--- src/rtl/spm_pkg.sv ---
// Shared definitions for the status monitor.
// Assumes 16-bit frames whose upper byte is the forwarded part.
package spm_pkg;
    localparam int WORD_W = 16;
    localparam int BYTE_W = 8;

    typedef logic [WORD_W-1:0] word_t;
    typedef logic [BYTE_W-1:0] byte_t;

    typedef enum logic [1:0] {
        RX_IDLE,
        RX_START,
        RX_DATA,
        RX_STOP
    } rx_state_e;
endpackage

--- src/rtl/spm_serial_rx.sv ---
// Serial frame receiver: a start bit (low), WORD_W data bits (bit 0 first)
// and one stop bit. It synchronizes the line and samples each bit at mid-bit.
// Assumes CLKS_PER_BIT >= 4 and an idle-high line. It pulses done_o for one
// cycle with the frame and its stop bit, whether the stop bit is good or not.
module spm_serial_rx
    import spm_pkg::*;
#(
    parameter int CLKS_PER_BIT = 2500
) (
    input  logic  clk,
    input  logic  rst_n,
    input  logic  line_i,
    output word_t frame_o,
    output logic  stop_o,
    output logic  done_o
);
    localparam int TICK_W = $clog2(CLKS_PER_BIT + 1);
    localparam int IDX_W  = $clog2(WORD_W + 1);
    localparam int HALF   = CLKS_PER_BIT / 2;

    logic [1:0]       sync_q;
    rx_state_e        state_q;
    logic [TICK_W-1:0] tick_q;
    logic [IDX_W-1:0]  idx_q;
    word_t            shift_q;
    logic             stop_q;
    logic             done_q;
    logic             line_s;
    logic             bit_end;

    assign line_s  = sync_q[1];
    assign bit_end = (tick_q == TICK_W'(CLKS_PER_BIT - 1));

    // Two-flop synchronizer for the asynchronous line, reset to idle level.
    always_ff @(posedge clk) begin
        if (!rst_n) sync_q <= 2'b11;
        else        sync_q <= {sync_q[0], line_i};
    end

    // Frame state machine: start check, data shift, stop sample.
    always_ff @(posedge clk) begin
        if (!rst_n) begin
            state_q <= RX_IDLE;
            tick_q  <= '0;
            idx_q   <= '0;
            shift_q <= '0;
            stop_q  <= 1'b0;
            done_q  <= 1'b0;
        end else begin
            done_q <= 1'b0;
            case (state_q)
                RX_IDLE: begin
                    tick_q <= '0;
                    if (!line_s) state_q <= RX_START;
                end
                RX_START: begin
                    if (tick_q == TICK_W'(HALF - 1)) begin
                        tick_q <= '0;
                        idx_q  <= '0;
                        state_q <= line_s ? RX_IDLE : RX_DATA;
                    end else begin
                        tick_q <= tick_q + 1'b1;
                    end
                end
                RX_DATA: begin
                    if (bit_end) begin
                        tick_q  <= '0;
                        shift_q <= {line_s, shift_q[WORD_W-1:1]};
                        idx_q   <= idx_q + 1'b1;
                        if (idx_q == IDX_W'(WORD_W - 1)) state_q <= RX_STOP;
                    end else begin
                        tick_q <= tick_q + 1'b1;
                    end
                end
                RX_STOP: begin
                    if (bit_end) begin
                        tick_q  <= '0;
                        stop_q  <= line_s;
                        done_q  <= 1'b1;
                        state_q <= RX_IDLE;
                    end else begin
                        tick_q <= tick_q + 1'b1;
                    end
                end
                default: state_q <= RX_IDLE;
            endcase
        end
    end

    assign frame_o = shift_q;
    assign stop_o  = stop_q;
    assign done_o  = done_q;

    // the bit index never runs past the frame length.
    p_idx_range_r1: assert property (@(posedge clk) disable iff (!rst_n)
        idx_q <= IDX_W'(WORD_W))
        else $error("bit index out of range");

    // a frame completes only out of the stop-bit state.
    p_done_from_stop_r1: assert property (@(posedge clk) disable iff (!rst_n)
        done_q |-> ($past(state_q) == RX_STOP))
        else $error("frame done outside stop state");
endmodule

--- src/rtl/spm_frame_filter.sv ---
// Frame qualifier and debounce. It keeps only frames with a good stop bit and
// a set marker bit. It accepts a new word after two identical frames in a
// row and forwards the upper byte on each accept and on every
// REFRESH_FRAMES-th unchanged frame.
// Assumes frame_i is stable while done_i is high.
module spm_frame_filter
    import spm_pkg::*;
#(
    parameter int REFRESH_FRAMES = 10
) (
    input  logic  clk,
    input  logic  rst_n,
    input  word_t frame_i,
    input  logic  stop_i,
    input  logic  done_i,
    output logic  good_o,
    output word_t word_o,
    output logic  word_vld_o,
    output logic  fwd_stb_o,
    output byte_t fwd_byte_o
);
    localparam int CNT_W = $clog2(REFRESH_FRAMES + 1);

    word_t            prev_q;
    logic             prev_vld_q;
    word_t            word_q;
    logic             word_vld_q;
    logic [CNT_W-1:0] same_q;
    logic             fwd_q;
    byte_t            byte_q;
    logic             good;
    logic             pair;
    logic             changed;

    assign good    = done_i && stop_i && frame_i[0];
    assign pair    = prev_vld_q && (frame_i == prev_q);
    assign changed = !word_vld_q || (frame_i != word_q);

    // Pairing, acceptance and refresh counting on each good frame.
    always_ff @(posedge clk) begin
        if (!rst_n) begin
            prev_q     <= '0;
            prev_vld_q <= 1'b0;
            word_q     <= '0;
            word_vld_q <= 1'b0;
            same_q     <= '0;
            fwd_q      <= 1'b0;
            byte_q     <= '0;
        end else begin
            fwd_q <= 1'b0;
            if (good) begin
                prev_q     <= frame_i;
                prev_vld_q <= 1'b1;
                if (pair) begin
                    if (changed) begin
                        word_q     <= frame_i;
                        word_vld_q <= 1'b1;
                        same_q     <= '0;
                        fwd_q      <= 1'b1;
                        byte_q     <= frame_i[WORD_W-1 -: BYTE_W];
                    end else if (same_q == CNT_W'(REFRESH_FRAMES - 1)) begin
                        same_q <= '0;
                        fwd_q  <= 1'b1;
                        byte_q <= frame_i[WORD_W-1 -: BYTE_W];
                    end else begin
                        same_q <= same_q + 1'b1;
                    end
                end
            end
        end
    end

    assign good_o     = good;
    assign word_o     = word_q;
    assign word_vld_o = word_vld_q;
    assign fwd_stb_o  = fwd_q;
    assign fwd_byte_o = byte_q;

    // the accepted word only moves in the cycle after a good frame.
    p_word_hold_r3: assert property (@(posedge clk) disable iff (!rst_n)
        !good |=> $stable(word_q))
        else $error("accepted word moved without a good frame");

    // a forward always carries the upper byte of an accepted word.
    p_fwd_byte_r4: assert property (@(posedge clk) disable iff (!rst_n)
        fwd_q |-> (word_vld_q && byte_q == word_q[WORD_W-1 -: BYTE_W]))
        else $error("forwarded byte does not match accepted word");

    // the unchanged-frame count stays below the refresh period.
    p_count_bound_r5: assert property (@(posedge clk) disable iff (!rst_n)
        same_q < CNT_W'(REFRESH_FRAMES))
        else $error("refresh counter overran");
endmodule

--- src/rtl/spm_link_watch.sv ---
// Chassis alarm supervisor. It raises the alarm when no good frame has
// arrived for TIMEOUT_CLKS clocks or when the synchronized jumper level
// changes. A good frame while the alarm is up clears it. One-shot message
// and clear strobes mark the edges.
// Assumes the jumper input is quasi-static and may be asynchronous.
module spm_link_watch #(
    parameter int TIMEOUT_CLKS = 150_000_000
) (
    input  logic clk,
    input  logic rst_n,
    input  logic good_i,
    input  logic jumper_i,
    output logic alarm_o,
    output logic msg_o,
    output logic clr_o
);
    localparam int TMR_W = $clog2(TIMEOUT_CLKS + 1);

    logic [TMR_W-1:0] timer_q;
    logic [1:0]       jsync_q;
    logic             jref_q;
    logic [1:0]       arm_q;
    logic             alarm_q;
    logic             msg_q;
    logic             clr_q;
    logic             expired;
    logic             armed;
    logic             jchange;
    logic             raise;

    assign expired = (timer_q == TMR_W'(TIMEOUT_CLKS - 1));
    assign armed   = (arm_q == 2'd3);
    assign jchange = armed && (jsync_q[1] != jref_q);
    assign raise   = jchange || (expired && !good_i);

    // Silence timer: restarts on a good frame, holds once expired.
    always_ff @(posedge clk) begin
        if (!rst_n)        timer_q <= '0;
        else if (good_i)   timer_q <= '0;
        else if (!expired) timer_q <= timer_q + 1'b1;
    end

    // Jumper synchronizer and reference; compares only once the pipe is full.
    always_ff @(posedge clk) begin
        if (!rst_n) begin
            jsync_q <= 2'b00;
            jref_q  <= 1'b0;
            arm_q   <= 2'd0;
        end else begin
            jsync_q <= {jsync_q[0], jumper_i};
            jref_q  <= jsync_q[1];
            if (!armed) arm_q <= arm_q + 1'b1;
        end
    end

    // Alarm level with one-shot raise and clear strobes.
    always_ff @(posedge clk) begin
        if (!rst_n) begin
            alarm_q <= 1'b1;
            msg_q   <= 1'b0;
            clr_q   <= 1'b0;
        end else begin
            msg_q <= 1'b0;
            clr_q <= 1'b0;
            if (raise) begin
                alarm_q <= 1'b1;
                msg_q   <= !alarm_q;
            end else if (good_i && alarm_q) begin
                alarm_q <= 1'b0;
                clr_q   <= 1'b1;
            end
        end
    end

    assign alarm_o = alarm_q;
    assign msg_o   = msg_q;
    assign clr_o   = clr_q;

    // the message request comes only on a 0 to 1 alarm edge.
    p_msg_on_rise_r8: assert property (@(posedge clk) disable iff (!rst_n)
        msg_q |-> (alarm_q && !$past(alarm_q)))
        else $error("alarm message without alarm rise");

    // the clear request comes only on a 1 to 0 alarm edge.
    p_clr_on_fall_r9: assert property (@(posedge clk) disable iff (!rst_n)
        clr_q |-> (!alarm_q && $past(alarm_q)))
        else $error("alarm clear without alarm fall");

    // the two strobes never fire together.
    p_strobe_excl_r8: assert property (@(posedge clk) disable iff (!rst_n)
        $countones({msg_q, clr_q}) <= 1)
        else $error("message and clear strobes together");

    // the silence timer never passes its limit.
    p_timer_bound_r6: assert property (@(posedge clk) disable iff (!rst_n)
        timer_q <= TMR_W'(TIMEOUT_CLKS - 1))
        else $error("silence timer overran");
endmodule

--- src/rtl/spm_status_monitor.sv ---
// Top of the status monitor: serial receiver, frame filter and alarm
// supervisor. Defaults assume a 250 MHz clock, 100 kbit/s frames and a
// 600 ms silence window.
module spm_status_monitor #(
    parameter int CLKS_PER_BIT   = 2500,
    parameter int REFRESH_FRAMES = 10,
    parameter int TIMEOUT_CLKS   = 150_000_000
) (
    input  logic        clk,
    input  logic        rst_n,
    input  logic        rx_line,
    input  logic        jumper_in,
    output logic [15:0] status_word,
    output logic        status_valid,
    output logic        fwd_stb,
    output logic [7:0]  fwd_byte,
    output logic        alarm,
    output logic        alarm_msg,
    output logic        alarm_clr
);
    spm_pkg::word_t rx_frame;
    logic           rx_stop;
    logic           rx_done;
    logic           good;

    spm_serial_rx #(
        .CLKS_PER_BIT(CLKS_PER_BIT)
    ) u_rx (
        .clk    (clk),
        .rst_n  (rst_n),
        .line_i (rx_line),
        .frame_o(rx_frame),
        .stop_o (rx_stop),
        .done_o (rx_done)
    );

    spm_frame_filter #(
        .REFRESH_FRAMES(REFRESH_FRAMES)
    ) u_filter (
        .clk       (clk),
        .rst_n     (rst_n),
        .frame_i   (rx_frame),
        .stop_i    (rx_stop),
        .done_i    (rx_done),
        .good_o    (good),
        .word_o    (status_word),
        .word_vld_o(status_valid),
        .fwd_stb_o (fwd_stb),
        .fwd_byte_o(fwd_byte)
    );

    spm_link_watch #(
        .TIMEOUT_CLKS(TIMEOUT_CLKS)
    ) u_watch (
        .clk     (clk),
        .rst_n   (rst_n),
        .good_i  (good),
        .jumper_i(jumper_in),
        .alarm_o (alarm),
        .msg_o   (alarm_msg),
        .clr_o   (alarm_clr)
    );

    // a good frame always has its marker and stop bits set.
    p_good_marked_r2: assert property (@(posedge clk) disable iff (!rst_n)
        good |-> (rx_done && rx_stop && rx_frame[0]))
        else $error("good frame without marker or stop");
endmodule

--- config.mk ---
export PLATFORM = sky130hd
export DESIGN_NAME = spm_status_monitor
export DESIGN_NICKNAME = d
export VERILOG_FILES = /design/src/rtl/spm_pkg.sv /design/src/rtl/spm_serial_rx.sv /design/src/rtl/spm_frame_filter.sv /design/src/rtl/spm_link_watch.sv /design/src/rtl/spm_status_monitor.sv
export SDC_FILE = /design/constraint.sdc
export NUM_CORES = 1
export LEC_CHECK = 0
export BUFFER_PORTS_ARGS = -buffer_cell sky130_fd_sc_hd__buf_2
export CAP_MARGIN = 20
export CORE_UTILIZATION = 57
export DETAILED_ROUTE_END_ITERATION = 8
export PLACE_DENSITY = 0.84
export SYNTH_ARGS = -nofsm -noshare
export SYNTH_HDL_FRONTEND = slang
export SYNTH_SLANG_ARGS = --single-unit
--- constraint.sdc ---
create_clock -name clk -period 4.1 [get_ports clk]
set_clock_uncertainty 0.2 [all_clocks]
set_input_delay 1.23 -clock clk [delete_from_list [all_inputs] [get_ports clk]]
set_output_delay 1.23 -clock clk [all_outputs]
set_load 0.02 [all_outputs]
==> flow_summary.json, run 1 <==
{
  "clock_sinks": 122,
  "placed_area_um2": 5540,
  "hold_path_class": "flip-flop to flip-flop",
  "async_reset_ff_share_pct": 0,
  "yosysMostFrequentCell": "dfxtp_1",
  "ant_nets": 0,
  "yosys-top-cells-count": "122 x dfxtp_1, 88 x nand2_1, 86 x nor2_1",
  "io_buffer_count": 32,
  "status": "complete, no violations",
  "pin_count": 33,
  "synthMuxAreaShare_pct": 4.66,
  "worst_slew_pin_slew_ns": 0.977,
  "synth-xor-area-share_pct": 11.2,
  "fmax_mhz": 341,
  "synth_area_leader_cell": "dfxtp_1",
  "synth_top_cells_by_area": "dfxtp_1 45%, xor2_1 7.3%, nand2_1 6.2%, nor2_1 6.0%, mux2i_1 4.7%",
  "power_w": 0.00274,
  "synth-seq-cells": 122,
  "synth_nets": 631,
  "vias": 4268,
  "synthAdderAreaFrac_pct": 3.03,
  "synth-compound-area-share_pct": 6.85,
  "synth-main-ff-cell": "dfxtp_1",
  "worstReg2RegStart": "u_rx.tick_q[0]",
  "required_ns": 4.34,
  "netlist_instances": 614,
  "post-route-util_pct": 66.5,
  "initial_core_util_pct": 58.4,
  "p_leak_nw": 2.35,
  "arrival_ns": 3.17,
  "wirelength_um": 11400,
  "yosysUniqueCellTypes": 53,
  "layout.area.seq_um2": 2440,
  "synth_top_family_by_area": "simple AND/OR/NAND/NOR gates",
  "powerDensity_nw_per_um2": 448,
  "synthSimpleGateAreaFrac_pct": 24.9,
  "antenna_cells": 0,
  "clk_pin_slew_ns": 0.06,
  "crit_chain": "ha_1, or4bb_1, nor4_4, and2_0, nand2_1, a21oi_1",
  "finalHoldViolations": 0,
  "synth_edf_count": 0,
  "antenna_found_initial": 0,
  "max-slew-margin-rel_pct": 34.5,
  "die-area_um2": 9810,
  "fillers": 698,
  "die_h_um": 99.1,
  "grt_first_pass_wirelength_um": 18900,
  "grt.overflow.total": 0,
  "clock-root-buffer": "clkbuf_8",
  "routabilityCongestion": 0.837,
  "maxCapViolations": 0,
  "worstHoldStart": "u_rx.sync_q[0]",
  "grt_pass1_vias": 4060,
  "rsz0062_at_grt": "false",
  "crit_slowest_cell": "and2_0",
  "cts_tree": "done",
  "drc_errors": 0,
  "post-route-min-period_ns": 2.94,
  "cts_buffers": 17,
  "grt_usage_pct": 24.2,
  "cp-startpoint": "u_rx.tick_q[0]",
  "clk_latency_ns": 0.52,
  "place.detailed.hpwl_um": 7210,
  "yosys.area.top_type_share_pct": 45.5,
  "dr.pass1.iters": 7,
  "grt_max_degree": 51,
  "finalSetupTns_ns": 0,
  "finalCritPeriodShare_pct": 71.6,
  "syn_area_per_cell_um2": 8.75,
  "worst-path-buf-inv": 0,
  "setup_viol": 0,
  "rows": 35,
  "slew_viol_final": 0,
  "syn_area_um2": 5370,
  "critPathMaxStageDelay_ns": 0.77,
  "wl_per_cell_um": 15.1,
  "ctsHtreeMaxLevel": 4,
  "coreArea_um2": 9200,
  "viasPerCell": 5.65,
  "cp-start-kind": "flip-flop",
  "peakVddDrop_v": 0.000249,
  "finalNonFillerCells": 755,
  "crit_path_end_kind": "flip-flop",
  "synthToLayoutAreaGrowth_pct": 13.9,
  "ctsResizeCount": 0,
  "drive_gt1_share_pct": 12.0,
  "ys_seq_area_share_pct": 45.5,
  "cts_hold_buf": 0,
  "worst-r2r-setup-slack_ns": 1.16,
  "clk_path_buf_depth": 2,
  "path_delay_family": "simple AND/OR/NAND/NOR gates",
  "path_class": "flip-flop to flip-flop",
  "dp.cells": 724,
  "fp.dieW_um": 99.1,
  "synth_warnings": 0,
  "fin_area_um2": 6120,
  "post_cts_buffers": 0,
  "multiInputGateArea_um2": 2720,
  "worstPathMaxFanout": 16,
  "fin_nets": 649,
  "drt_iter0_drc": 247
}
-- layer usage --
layer,GRT usage (%),up-vias,wire length (um)
met1,28.7,2008,4900
met4,11.2,0,252
met2,41.2,131,5650
li1,-,2100,-
met5,0,-,0
met3,6.38,29,612
-- through the flow --
stage	setup slack [ns]	hold slack [ns]
final	1.16	0.210
after global routing	0.994	0.236
after CTS	1.21	0.220
after detailed placement	1.26	0.205
after global placement	1.30	0.189
after floorplan	1.65	0.186
-- where the power goes --
part	leakage [nW]	internal (W)	total (W)	switching [W]
combinational	1.10	0.0000237	0.0000718	0.0000481
clock	0.274	0.000930	0.00146	0.000530
sequential	0.985	0.00120	0.00121	0.0000119
-- registers in the layout (all words and copies together) (netlist names), 2 cells and up, named ones only --
signal               flops
u_filter.prev_q         16
u_filter.same_q          4
u_rx.sync_q              2
u_filter.word_o         16
u_rx.frame_o            16
u_rx.idx_q               5
u_rx.tick_q             12
u_watch.timer_q         28
u_filter.fwd_byte_o      8
u_watch.arm_q            2
u_watch.jsync_q          2
-- placed cells by master, fill, tap and decap left out, drive strengths merged, types with 2 or more instances in the layout --
master / instances
mux2i: 25
nor2: 86
buf: 36
and4: 4
nand4: 14
nor2b: 2
xor2: 45
xnor2: 23
dfxtp: 122
nor4: 6
ha: 13
a211oi: 3
nor3: 10
clkinv: 5
or3: 2
nand4b: 2
nand2: 88
a21oi: 43
bufinv: 3
o21ai: 6
nand3b: 4
nor4b: 3
and3: 12
nand2b: 3
nand3: 22
clkinvlp: 5
a31oi: 2
inv: 12
or4: 6
and2: 6
clkbuf: 18
-- final timing paths --
| check | to | cells after the start |
|---|---|---|
| setup / recovery | u_rx.frame_o[9] | 6 |
| hold / removal | u_rx.sync_q[1] | 1 |
| setup reg to reg | u_rx.frame_o[9] | 6 |
| hold reg to reg | u_rx.sync_q[1] | 1 |
-- cells by family after synthesis --
kind of cell | after synthesis
adder cells (fa/ha/maj) | 13
XOR/XNOR | 68
AO/OA/AOI/OAI | 61
buffers and inverters | 49
AND/OR/NAND/NOR | 276
multiplexers | 25
flip-flops | 122
-- layout make-up --
cell class / count / area share, %
sequential: 122 / 39.9
tap: 111 / 2.27
clock inverter: 13 / 2.49
clock buffer: 18 / 6.99
multi-input combinational: 443 / 44.5
inverter: 12 / 0.736
timing repair buffer: 36 / 3.11
No activity file was read; power rests on OpenSTA's default activity.
==> inputs of run 2 (changes only) <==
--- a/config.mk
+++ b/config.mk
@@ -7,7 +7,7 @@
 export LEC_CHECK = 0
 export BUFFER_PORTS_ARGS = -buffer_cell sky130_fd_sc_hd__buf_2
 export CAP_MARGIN = 20
-export CORE_UTILIZATION = 57
+export CORE_UTILIZATION = 54
 export DETAILED_ROUTE_END_ITERATION = 8
 export PLACE_DENSITY = 0.84
 export SYNTH_ARGS = -nofsm -noshare
==> constraint.sdc (replaced) <==
create_clock -name clk -period 2.5 [get_ports clk]
set_clock_uncertainty 0.2 [all_clocks]
set_input_delay 0.75 -clock clk [delete_from_list [all_inputs] [get_ports clk]]
set_output_delay 0.75 -clock clk [all_outputs]
set_load 0.02 [all_outputs]
==> flow_summary.json, run 2 (same netlist as run 1, synthesis figures left out) <==
{
  "dp.cells": 770,
  "worstReg2RegStart": "u_rx.tick_q[1]",
  "hold_depth": 1,
  "arrival_ns": 2.62,
  "largest_register_ffs": 28,
  "fin_hold_ws_ns": 0.207,
  "routabilityCongestion": 0.816,
  "rsz0062_at_grt": "true",
  "max-slew-margin-rel_pct": 62.8,
  "wirelength_um": 12600,
  "synthToLayoutAreaGrowth_pct": 19.9,
  "grt.overflow.total": 0,
  "drive_gt1_share_pct": 18.2,
  "slew_viol_final": 0,
  "fin_area_um2": 6440,
  "post-route-min-period_ns": 2.40,
  "setup_viol": 0,
  "clk_pin_slew_ns": 0.06,
  "vias": 4502,
  "ant_nets": 0,
  "cts_hold_buf": 0,
  "worstPathMaxFanout": 5,
  "antenna_cells": 0,
  "antenna_found_initial": 0,
  "viasPerCell": 5.60,
  "drt_iter0_drc": 264,
  "worstHoldEndpoint": "u_rx.sync_q[1]",
  "fmax_mhz": 416,
  "cp-startpoint": "u_rx.tick_q[1]",
  "grt_usage_pct": 25.1,
  "die_h_um": 102,
  "finalSetupTns_ns": 0,
  "finalCritPeriodShare_pct": 96.1,
  "crit_path_end_kind": "flip-flop",
  "clock-root-buffer": "clkbuf_8",
  "final_cell_mix": "115 x dfxtp_1, 87 x nand2_1, 85 x nor2_1",
  "clk_path_buf_depth": 2,
  "worst-r2r-setup-slack_ns": 0.1,
  "fin_nets": 675,
  "finalHoldViolations": 0,
  "path_class": "flip-flop to flip-flop",
  "worst_slew_pin_slew_ns": 0.557,
  "pin_count": 33,
  "finalNonFillerCells": 804,
  "clock_sinks": 122,
  "grt_first_pass_wirelength_um": 20000,
  "grt_pass1_vias": 4272,
  "place.detailed.hpwl_um": 7930,
  "reg2regPathDepth": 7,
  "rows": 36,
  "top_register": "u_watch.timer_q",
  "ctsHtreeMaxLevel": 4,
  "mostFrequentLayoutCell": "dfxtp_1",
  "p_leak_nw": 2.52,
  "hold_path_class": "flip-flop to flip-flop",
  "fp.dieW_um": 102,
  "drc_errors": 0,
  "cts_buffers": 17,
  "grt_max_degree": 66,
  "coreArea_um2": 9680,
  "placed_area_um2": 5770,
  "required_ns": 2.72,
  "maxCapViolations": 0,
  "status": "complete, no violations",
  "io_buffer_count": 32,
  "die-area_um2": 10300,
  "cp-start-kind": "flip-flop",
  "initial_core_util_pct": 55.5,
  "clk_latency_ns": 0.52,
  "dr.pass1.iters": 6,
  "cts_tree": "done",
  "peakVddDrop_v": 0.000496,
  "powerDensity_nw_per_um2": 683,
  "wl_per_cell_um": 15.6,
  "worstHoldStart": "u_rx.sync_q[0]",
  "power_w": 0.00440
}
run 2: final cells by class:
cell class | instances | area [um2]
sequential | 122 | 2450
fill | 708 | 3250
tap | 133 | 166
timing repair buffer | 62 | 430
inverter | 12 | 45.0
clock inverter | 13 | 120
multi-input combinational | 443 | 2780
clock buffer | 19 | 442
run 2: report_power, final:
part / switching (W) / internal [W]
registers: 0.0000191 / 0.00196
logic: 0.0000831 / 0.0000516
clock network: 0.000905 / 0.00137
total: 0.00101 / 0.00339
run 2: per-layer routing:
layer / vias to the layer above / routed length, um / track usage, %
li1: 2146 / - / -
met1: 2120 / 5200 / 28.7
met2: 183 / 6200 / 42.5
met3: 53 / 662 / 7.11
met4: 0 / 498 / 13.3
met5: - / 0 / 0
run 2: worst max-delay path by stage:
| stage | endpoint | slack (ns) | depth (start not counted) |
|---|---|---|---|
| CTS | u_filter.word_o[1] | 0.005 | 8 |
| global placement | u_filter.same_q[3] | 0.17 | 6 |
| floorplan | u_filter.same_q[3] | 0.09 | 7 |
| detailed placement | flip-flop | 0.03 | 7 |
| finish | flip-flop | 0.1 | 7 |
| global route | flip-flop | -0.03 | 7 |
run 2: worst max-delay path, cell delays in order (launching register included):
cell and delay [ns]:
dfxtp_4 0.37, ha_4 0.14, or4bb_4 0.53, nor4_4 0.33, o21ai_1 0.13, a21oi_2 0.25
a211oi_1 0.13, a31o_2 0.23
run 2: repair_timing:
action                                  CTS  global route
buffers inserted                          0             2
endpoints found under the setup margin    0            63
resized for setup                         0            24
run 2: metrics by stage:
step	worst slack [ns]	util, %
CTS	0.00520	65.4
global placement	0.170	59.6
detailed placement	0.0282	59.6
global route	-0.0295	66.5
finish	0.0967	66.5
floorplan	0.0941	-
